<file path="config.mk">
export PLATFORM = sky130hd
export DESIGN_NAME = spi_reg_slave
export DESIGN_NICKNAME = d
export VERILOG_FILES = /design/src/rtl/spi_regs_pkg.sv /design/src/rtl/spi_regs_sync.sv /design/src/rtl/spi_regs_frame.sv /design/src/rtl/spi_regs_bank.sv /design/src/rtl/spi_reg_slave.sv
export SDC_FILE = /design/constraint.sdc
export NUM_CORES = 1
export LEC_CHECK = 0
export ABC_AREA = 1
export BUFFER_PORTS_ARGS = -buffer_cell sky130_fd_sc_hd__buf_4
export CAP_MARGIN = 20
export CORE_AREA = 3 3 90 92
export DETAILED_ROUTE_END_ITERATION = 12
export DIE_AREA = 0 0 93 95
export HOLD_SLACK_MARGIN = 0.12
export PLACE_DENSITY = 0.62
export SETUP_SLACK_MARGIN = 0.05
export SLEW_MARGIN = 0
export SYNTH_ARGS = -nofsm -noshare
export SYNTH_HDL_FRONTEND = slang
export SYNTH_SLANG_ARGS = --single-unit
</file>
<file path="constraint.sdc">
create_clock -name clk_i -period 2.1 [get_ports clk_i]
set_input_delay 0.105 -clock clk_i [delete_from_list [all_inputs] [get_ports clk_i]]
set_output_delay 0.105 -clock clk_i [all_outputs]
set_load 0.05 [all_outputs]
</file>
<file path="src/rtl/spi_regs_pkg.sv">
package spi_regs_pkg;
  localparam int ADDR_W     = 7;
  localparam int DATA_W     = 8;
  localparam int HDR_BITS   = 1 + ADDR_W;
  localparam int FRAME_BITS = HDR_BITS + DATA_W;
  localparam int CNT_W      = $clog2(FRAME_BITS + 1);
  localparam int SEL_W      = $clog2(DATA_W);

  typedef logic [DATA_W-1:0] byte_t;
  typedef logic [ADDR_W-1:0] addr_t;
  typedef logic [CNT_W-1:0]  cnt_t;
endpackage

</file>
<file path="src/rtl/spi_regs_sync.sv">
module spi_regs_sync #(
  parameter int                WIDTH   = 3,
  parameter int                STAGES  = 2,
  parameter logic [WIDTH-1:0]  RST_VAL = '0
) (
  input  logic             clk_i,
  input  logic             rst_ni,
  input  logic [WIDTH-1:0] d_i,
  output logic [WIDTH-1:0] q_o
);
  logic [WIDTH-1:0] pipe_q [STAGES];

  for (genvar s = 0; s < STAGES; s++) begin : g_stage
    always_ff @(posedge clk_i or negedge rst_ni) begin
      if (!rst_ni)  pipe_q[s] <= RST_VAL;
      else if (s == 0) pipe_q[s] <= d_i;
      else          pipe_q[s] <= pipe_q[(s == 0) ? 0 : s-1];
    end
  end

  assign q_o = pipe_q[STAGES-1];
endmodule

</file>
<file path="src/rtl/spi_regs_frame.sv">
module spi_regs_frame
  import spi_regs_pkg::*;
(
  input  logic  clk_i,
  input  logic  rst_ni,
  input  logic  cs_s_i,
  input  logic  sck_s_i,
  input  logic  sdi_s_i,
  input  byte_t rd_data_i,
  output addr_t addr_o,
  output logic  wr_en_o,
  output byte_t wr_data_o,
  output cnt_t  bit_cnt_o,
  output logic  sdo_oe_o
);
  logic                sck_q;
  logic                sck_rise, sck_fall;
  cnt_t                cnt_q;
  logic [DATA_W-2:0]   shift_q;
  logic                rw_q;
  addr_t               addr_q;
  logic                pull_q;
  logic [SEL_W-1:0]    bit_sel;
  logic                hdr_done, frame_last, in_data;

  assign sck_rise   = sck_s_i & ~sck_q;
  assign sck_fall   = ~sck_s_i & sck_q;
  assign hdr_done   = (cnt_q == cnt_t'(HDR_BITS - 1));
  assign frame_last = (cnt_q == cnt_t'(FRAME_BITS - 1));
  assign in_data    = (cnt_q >= cnt_t'(HDR_BITS)) && (cnt_q < cnt_t'(FRAME_BITS));
  // D7 is selected at count HDR_BITS, D0 at FRAME_BITS-1
  assign bit_sel    = SEL_W'(cnt_t'(FRAME_BITS - 1) - cnt_q);

  always_ff @(posedge clk_i or negedge rst_ni) begin
    if (!rst_ni) sck_q <= 1'b0;
    else         sck_q <= sck_s_i;
  end

  always_ff @(posedge clk_i or negedge rst_ni) begin
    if (!rst_ni) begin
      cnt_q   <= '0;
      shift_q <= '0;
      rw_q    <= 1'b0;
      addr_q  <= '0;
      pull_q  <= 1'b0;
    end else if (cs_s_i) begin
      cnt_q   <= '0;
      rw_q    <= 1'b0;
      pull_q  <= 1'b0;
    end else begin
      if (sck_rise && cnt_q != cnt_t'(FRAME_BITS)) begin
        shift_q <= {shift_q[DATA_W-3:0], sdi_s_i};
        cnt_q   <= cnt_q + cnt_t'(1);
        if (hdr_done) begin
          rw_q   <= shift_q[DATA_W-2];
          addr_q <= {shift_q[ADDR_W-2:0], sdi_s_i};
        end
      end
      if (sck_fall) begin
        if (in_data && rw_q) pull_q <= ~rd_data_i[bit_sel];
        else                 pull_q <= 1'b0;
      end
    end
  end

  assign wr_en_o   = !cs_s_i && sck_rise && frame_last && !rw_q;
  assign wr_data_o = {shift_q, sdi_s_i};
  assign addr_o    = addr_q;
  assign bit_cnt_o = cnt_q;
  assign sdo_oe_o  = pull_q;
endmodule

</file>
<file path="src/rtl/spi_regs_bank.sv">
module spi_regs_bank
  import spi_regs_pkg::*;
#(
  parameter int    NUM_REGS = 4,
  parameter byte_t RST_VAL  = '0
) (
  input  logic                       clk_i,
  input  logic                       rst_ni,
  input  logic                       wr_en_i,
  input  addr_t                      addr_i,
  input  byte_t                      wr_data_i,
  output byte_t                      rd_data_o,
  output logic [NUM_REGS*DATA_W-1:0] regs_o
);
  byte_t regs_q [NUM_REGS];

  for (genvar g = 0; g < NUM_REGS; g++) begin : g_reg
    always_ff @(posedge clk_i or negedge rst_ni) begin
      if (!rst_ni)                                 regs_q[g] <= RST_VAL;
      else if (wr_en_i && addr_i == addr_t'(g))    regs_q[g] <= wr_data_i;
    end
    assign regs_o[g*DATA_W +: DATA_W] = regs_q[g];
  end

  // unimplemented addresses read as zero
  always_comb begin
    rd_data_o = '0;
    for (int i = 0; i < NUM_REGS; i++) begin
      if (addr_i == addr_t'(i)) rd_data_o = regs_q[i];
    end
  end
endmodule

</file>
<file path="src/rtl/spi_reg_slave.sv">
module spi_reg_slave
  import spi_regs_pkg::*;
#(
  parameter int    NUM_REGS    = 4,
  parameter int    SYNC_STAGES = 2,
  parameter byte_t RST_VAL     = '0
) (
  input  logic                       clk_i,
  input  logic                       rst_ni,
  input  logic                       cs_ni,
  input  logic                       sck_i,
  input  logic                       sdi_i,
  output logic                       sdo_oe_o,
  output logic [NUM_REGS*DATA_W-1:0] regs_o
);
  logic  cs_s, sck_s, sdi_s;
  addr_t wr_addr;
  logic  wr_en;
  byte_t wr_data, rd_data;
  cnt_t  bit_cnt;

  spi_regs_sync #(
    .WIDTH  (3),
    .STAGES (SYNC_STAGES),
    .RST_VAL(3'b001)
  ) sync_i (
    .clk_i (clk_i),
    .rst_ni(rst_ni),
    .d_i   ({sdi_i, sck_i, cs_ni}),
    .q_o   ({sdi_s, sck_s, cs_s})
  );

  spi_regs_frame frame_i (
    .clk_i    (clk_i),
    .rst_ni   (rst_ni),
    .cs_s_i   (cs_s),
    .sck_s_i  (sck_s),
    .sdi_s_i  (sdi_s),
    .rd_data_i(rd_data),
    .addr_o   (wr_addr),
    .wr_en_o  (wr_en),
    .wr_data_o(wr_data),
    .bit_cnt_o(bit_cnt),
    .sdo_oe_o (sdo_oe_o)
  );

  spi_regs_bank #(
    .NUM_REGS(NUM_REGS),
    .RST_VAL (RST_VAL)
  ) bank_i (
    .clk_i    (clk_i),
    .rst_ni   (rst_ni),
    .wr_en_i  (wr_en),
    .addr_i   (wr_addr),
    .wr_data_i(wr_data),
    .rd_data_o(rd_data),
    .regs_o   (regs_o)
  );
endmodule

</file>
# Word level (Yosys, flattened, before mapping)

Cells that the tools add are included.

Register bits: 60
Input bits: 5
Output and inout port bits: 33
Word-level logic and storage cells: 62

Add/subtract/negate cells: 2
$lt $le $gt $ge: 3
Eq/ne operators: 6
Mux-type cells: 14
Bitwise operators: 6
Reductions and logical operators: 19

Operator list:

| cell                  | number |
|---|---|
| $mux W8               | 4 |
| $eq A7 B2 Y1 const B  | 2 |
| $logic_and A1 B1 Y1   | 10 |
| $mux W5               | 2 |
| $eq A7 B1 Y1 const B  | 1 |
| $logic_not A7 Y1      | 1 |
| $mux W1               | 7 |
| $reduce_bool A2 Y1    | 3 |
| $add A5 B1 Y5 const B | 1 |
| $eq A5 B3 Y1 const B  | 1 |
| $eq A5 B4 Y1 const B  | 1 |
| $ge A5 B4 Y1 const B  | 1 |
| $lt A5 B5 Y1 const B  | 1 |
| $ne A5 B5 Y1 const B  | 1 |
| $lt A3 B4 Y1 const B  | 1 |
| $not A1 Y1            | 4 |
| $reduce_and A2 Y1     | 2 |
| $bmux W1 S3           | 1 |
| $reduce_and A3 Y1     | 1 |
| $sub A3 B3 Y3 const A | 1 |
| $and A1 B1 Y1         | 2 |
| $logic_not A1 Y1      | 2 |

# Logic depth before layout (Yosys ltp)

Depth after elaboration: 11
Mapped depth: 12
Gate-level depth less buffers: 12

# Hierarchy

Synthesis repeated with hierarchy kept, for this count alone.

Cells, all modules: 326
Area, all modules: 3081.7 um2

By module, submodules not included:

| module         | instances | cells an instance | area an instance (um2) | sequential area each (um2) |
|---|---|---|---|---|
| spi_regs_bank  | 1         | 181               | 1731.7                 | 800.8 |
| spi_regs_frame | 1         | 136               | 1174.9                 | 550.5 |
| spi_regs_sync  | 1         | 9                 | 175.2                  | 152.6 |

# Least setup slack after synthesis

OpenSTA, ideal clock, no wires.

Path kind: register to register
Start point: reg frame_i.cnt_q[0], in the netlist frame_i.bit_cnt_o[0]
End point: reg frame_i.addr_q[6], in the netlist frame_i.addr_o[6]
Library setup time: 0.123 ns
Arrival time: 1.582 ns
Required time: 1.977 ns
Path slack: 0.395 ns
Cell stages (with the launch flop): 11
Path buffers: 2
Period minus slack after synthesis: 1.705 ns
Path through: dfrtp_1 > clkbuf_1 > inv_1 > ha_1 > nand3_1 > o21ai_2 > nor2_4 > nand2_2 > buf_2 > nand2_1 > o21ai_1

Longest elaborated chain between the ends: 3
Elaborated cells between the ends (all ways): 4
Classes of those cells: eq/ne: 2; reduce/logical: 2

Ends and longest elaborated chain:

| element                              | RTL line             | RTL |
|---|---|---|
| from (decl)                          | spi_regs_frame.sv:18 | `cnt_t cnt_q;` |
| from (signal assigned)               | spi_regs_frame.sv:53 | `cnt_q <= cnt_q + cnt_t'(1);` |
| $ne A5 B5 Y1                         | spi_regs_frame.sv:51 | `if (sck_rise && cnt_q != cnt_t'(FRAME_BITS)) begin` |
| $logic_and A1 B1 Y1                  | spi_regs_frame.sv:51 |  |
| $reduce_and A3 Y1 (no source line) * | n/a                  |  |
| to (signal assigned)                 | spi_regs_frame.sv:56 | `addr_q <= {shift_q[ADDR_W-2:0], sdi_s_i};` |
| to (decl)                            | spi_regs_frame.sv:21 | `addr_t addr_q;` |

Mark *: on every way between the ends. The rest lies on a longest branch, timed or not.
A chain may end at the register's enable or synchronous reset.

# Worst setup path in the final report

Start point: reg frame_i.cnt_q[1], in the netlist frame_i.bit_cnt_o[1]
End point: reg bank_i.regs_q, in the netlist bank_i.regs_o[0]

Longest elaborated chain between the ends: 4

Ends and longest elaborated chain:

| element                           | RTL line             | RTL |
|---|---|---|
| $eq A5 B4 Y1                      | spi_regs_frame.sv:29 | `assign frame_last = (cnt_q == cnt_t'(FRAME_BITS - 1));` |
| $logic_and A1 B1 Y1 (2 in series) | spi_regs_frame.sv:66 | `assign wr_en_o = !cs_s_i && sck_rise && frame_last && !rw_q;` |
| $logic_and A1 B1 Y1               | spi_regs_bank.sv:20  | `else if (wr_en_i && addr_i == addr_t'(g)) regs_q[g] <= wr_data_i;` |
| to (signal, indexed assignment)   | spi_regs_bank.sv:20  |  |
| to (decl)                         | spi_regs_bank.sv:15  | `byte_t regs_q [NUM_REGS];` |

No other way between the ends.

==> impl_results.md <==
- Final Critical Period: 1920 ps
- RSZ-0062 raised after global routing: true
- Commonest non-fill, non-tap cells in the layout: nand2_1, dfrtp_1, buf_4, nand3_1, o21ai_1
- Die width: 93 µm
- CP delay by family, top: simple AND/OR/NAND/NOR gates
- Core area: 7290 µm²
- Final worst path period share: 91.5%
- WL/cell: 14.8 µm
- Initial Util: 37.2%
- Grt ovf: 0
- Pwr Total: 2.40 mW
- CTS buffer count: 9
- Crit-path max FO: 8
- GRT Overall Usage: 16.4%
- Synth Warn #: 0
- Status: completed
- WP depth: 10
- Final max-slew violation count: 0
- Post-Syn Nets: 312
- Initial antenna violation count: 0
- Sink Count: 60
- Area grow syn2layout: 24.0%
- Final setup margin: 179 ps
- CTS clk-pin slew, worst paths: 70 ps
- Detail Route Antenna Nets: 0
- Hold Vio Cnt, Final: 0
- Cells after Synth: 304
- # DRC: 0
- Die area: 8840 µm²
- CP arrival: 2140 ps
- I/O Buffers: 37
- Final hold slack: 351 ps
- Synth Area per Inst: 8.93 µm²
- Worst Clk Skew: 12.3 ps
- Post-synthesis cell area: 2720 µm²
- WP data required: 2320 ps
- Top cells by area, synth: dfrtp_1, nand2_1, nand3_1
- Die Ht: 95 µm
- FF+latch count, synth: 60
- Max-Cap Viols: 0
- DP HPWL: 4770 µm
- Worst slew margin: 48.6%
- CTS tree: done
- Worst-skew pair later-pin latency: 340 ps
- Sequential fraction of the synthesis area: 55.4%
- DP Worst Slack: 133 ps
- Diode count: 0
- Pwr/cell area: 712 nW/µm²
- Critical path's slowest cell: dfrtp_1
- CP Capture Type: register
- Initial DRC Count: 174
- Share of layout cells above drive strength 1: 24.0%
- Highest Clock Rate: 521 MHz
- Via count: 2249
- CP Class: register to register
- Peak VDD IR: 0.371 mV
- CP Launch Type: register
- Final setup violation count: 0
- Commonest non-fill, non-tap cell in the layout: nand2_1
- GP Congestion: 0.837
- Wirelength, routed: 6770 µm
- First drt pass iteration count: 5
- Row count: 31
- Worst slew pin tran: 771 ps
- Worst path cell trace: ha_1 > nand2_1 > nor2_1 > ha_1 > nand3_1 > nor2_4 > buf_4 > nand3_2 > nand2_1 > o21ai_0
- Hold Crit Class: register to register
- H-tree depth: 3
- Vias in the first global route: 2168
- Synth area leader: dfrtp_1
- CP max stage delay: 370 ps
- R2R cell count: 10
- Global-route wire length before repair: 11100 µm
- Pin count of the biggest net entering global routing: 61
- TNS Setup: 0 ps
- Netlist cell types: 26
- Worst Path Buf+Inv: 1
- Root Driver: clkbuf_8
- Via-per-instance ratio: 4.91
- Static Leak: 1.58 nW
- Clock buffer depth: 2
- WHS Path Cells: 0
- NumNets Final: 362
- Yosys top cell area share: 53.5%
- Ports: 38
## routing by layer
metal | part of all wire, % | global-route usage (%)
met1 | 46 | 22.4
met2 | 48 | 25.9
met3 | 4.3 | 2.87
met4 | 1.6 | 6.59
met5 | 0 | 0
## cell usage after synthesis, drive strengths merged
master / n
nand4: 4
nand2: 86
inv: 25
nand3: 33
clkbuf: 1
buf: 8
xnor2: 1
o21ai: 56
o22ai: 2
ha: 3
a21oi: 1
dfstp: 2
nor3: 2
dfrtp: 58
nor2: 21
and3: 1
## flip-flops by register name (all words and copies together), names as in the netlist
name and count:
frame_i.addr_o 7, frame_i.sck_q 1, sync_i.q_o 3, frame_i.rw_q 1, frame_i.bit_cnt_o 5, frame_i.shift_q 7
frame_i.sdo_oe_o 1, bank_i.regs_o 32, sync_i.pipe_q 3
## report_power, final
group / switching (mW) / internal (mW)
Sequential: 0.0183 / 1.20
Clock: 0.448 / 0.579
Combinational: 0.119 / 0.0355
## cell families (layout without fill, tap and decap cells)
family                   count (synthesis)  count (layout)  synth area share [%]
adder cells (fa/ha/maj)                  3               3                  1.38
AND/OR/NAND/NOR                        147             148                  26.0
AO/OA/AOI/OAI                           59              59                  11.4
XOR/XNOR                                 1               1                 0.323
buffers and inverters                   34              88                  5.53
flip-flops                              60              60                  55.4
## final timing paths
path / slack [ps] / start / end
setup / recovery: 180 / frame_i.bit_cnt_o[1]$_DFFE_PN0P_ / bank_i.regs_o[0]$_DFFE_PN0P_
hold / removal: 350 / sync_i.pipe_q[5]$_DFF_PN0_ / sync_i.q_o[2]$_DFF_PN0_
setup reg to reg: 180 / frame_i.bit_cnt_o[1]$_DFFE_PN0P_ / bank_i.regs_o[0]$_DFFE_PN0P_
hold reg to reg: 350 / sync_i.pipe_q[5]$_DFF_PN0_ / sync_i.q_o[2]$_DFF_PN0_
max in group asynchronous: 1200 / rst_ni / frame_i.shift_q[4]$_DFFE_PN0P_
min in group asynchronous: 390 / rst_ni / bank_i.regs_o[18]$_DFFE_PN0P_
## area by class of cell
| type | count | area (µm²) |
|---|---|---|
| clock buffers | 12 | 145 |
| clock inverters | 4 | 48.8 |
| fillers | 752 | 3930 |
| inverters | 25 | 93.8 |
| multi-input cells | 211 | 1090 |
| flip-flops and latches | 60 | 1500 |
| well taps | 99 | 124 |
| repair buffers | 47 | 363 |
## metrics by stage
| stage | instances | area (µm²) | utilization [%] |
|---|---|---|---|
| 2_1_floorplan | 304 | 2720 | - |
| 3_3_place_gp | 433 | 3080 | 42.2 |
| 3_5_place_dp | 433 | 3080 | 42.2 |
| 4_1_cts | 453 | 3310 | 45.4 |
| 5_1_grt | 458 | 3370 | 46.2 |
| 6_report | 458 | 3370 | 46.2 |
## repair_timing
action / 4_1_cts / 5_1_grt
setup buffers: 0 / 4
hold endpoints to repair: 61 / 0
gates resized for setup: 0 / 3
hold buffers: 4 / 0
endpoints found under the setup margin: 0 / 32
No activity file was read; power rests on OpenSTA's default activity.
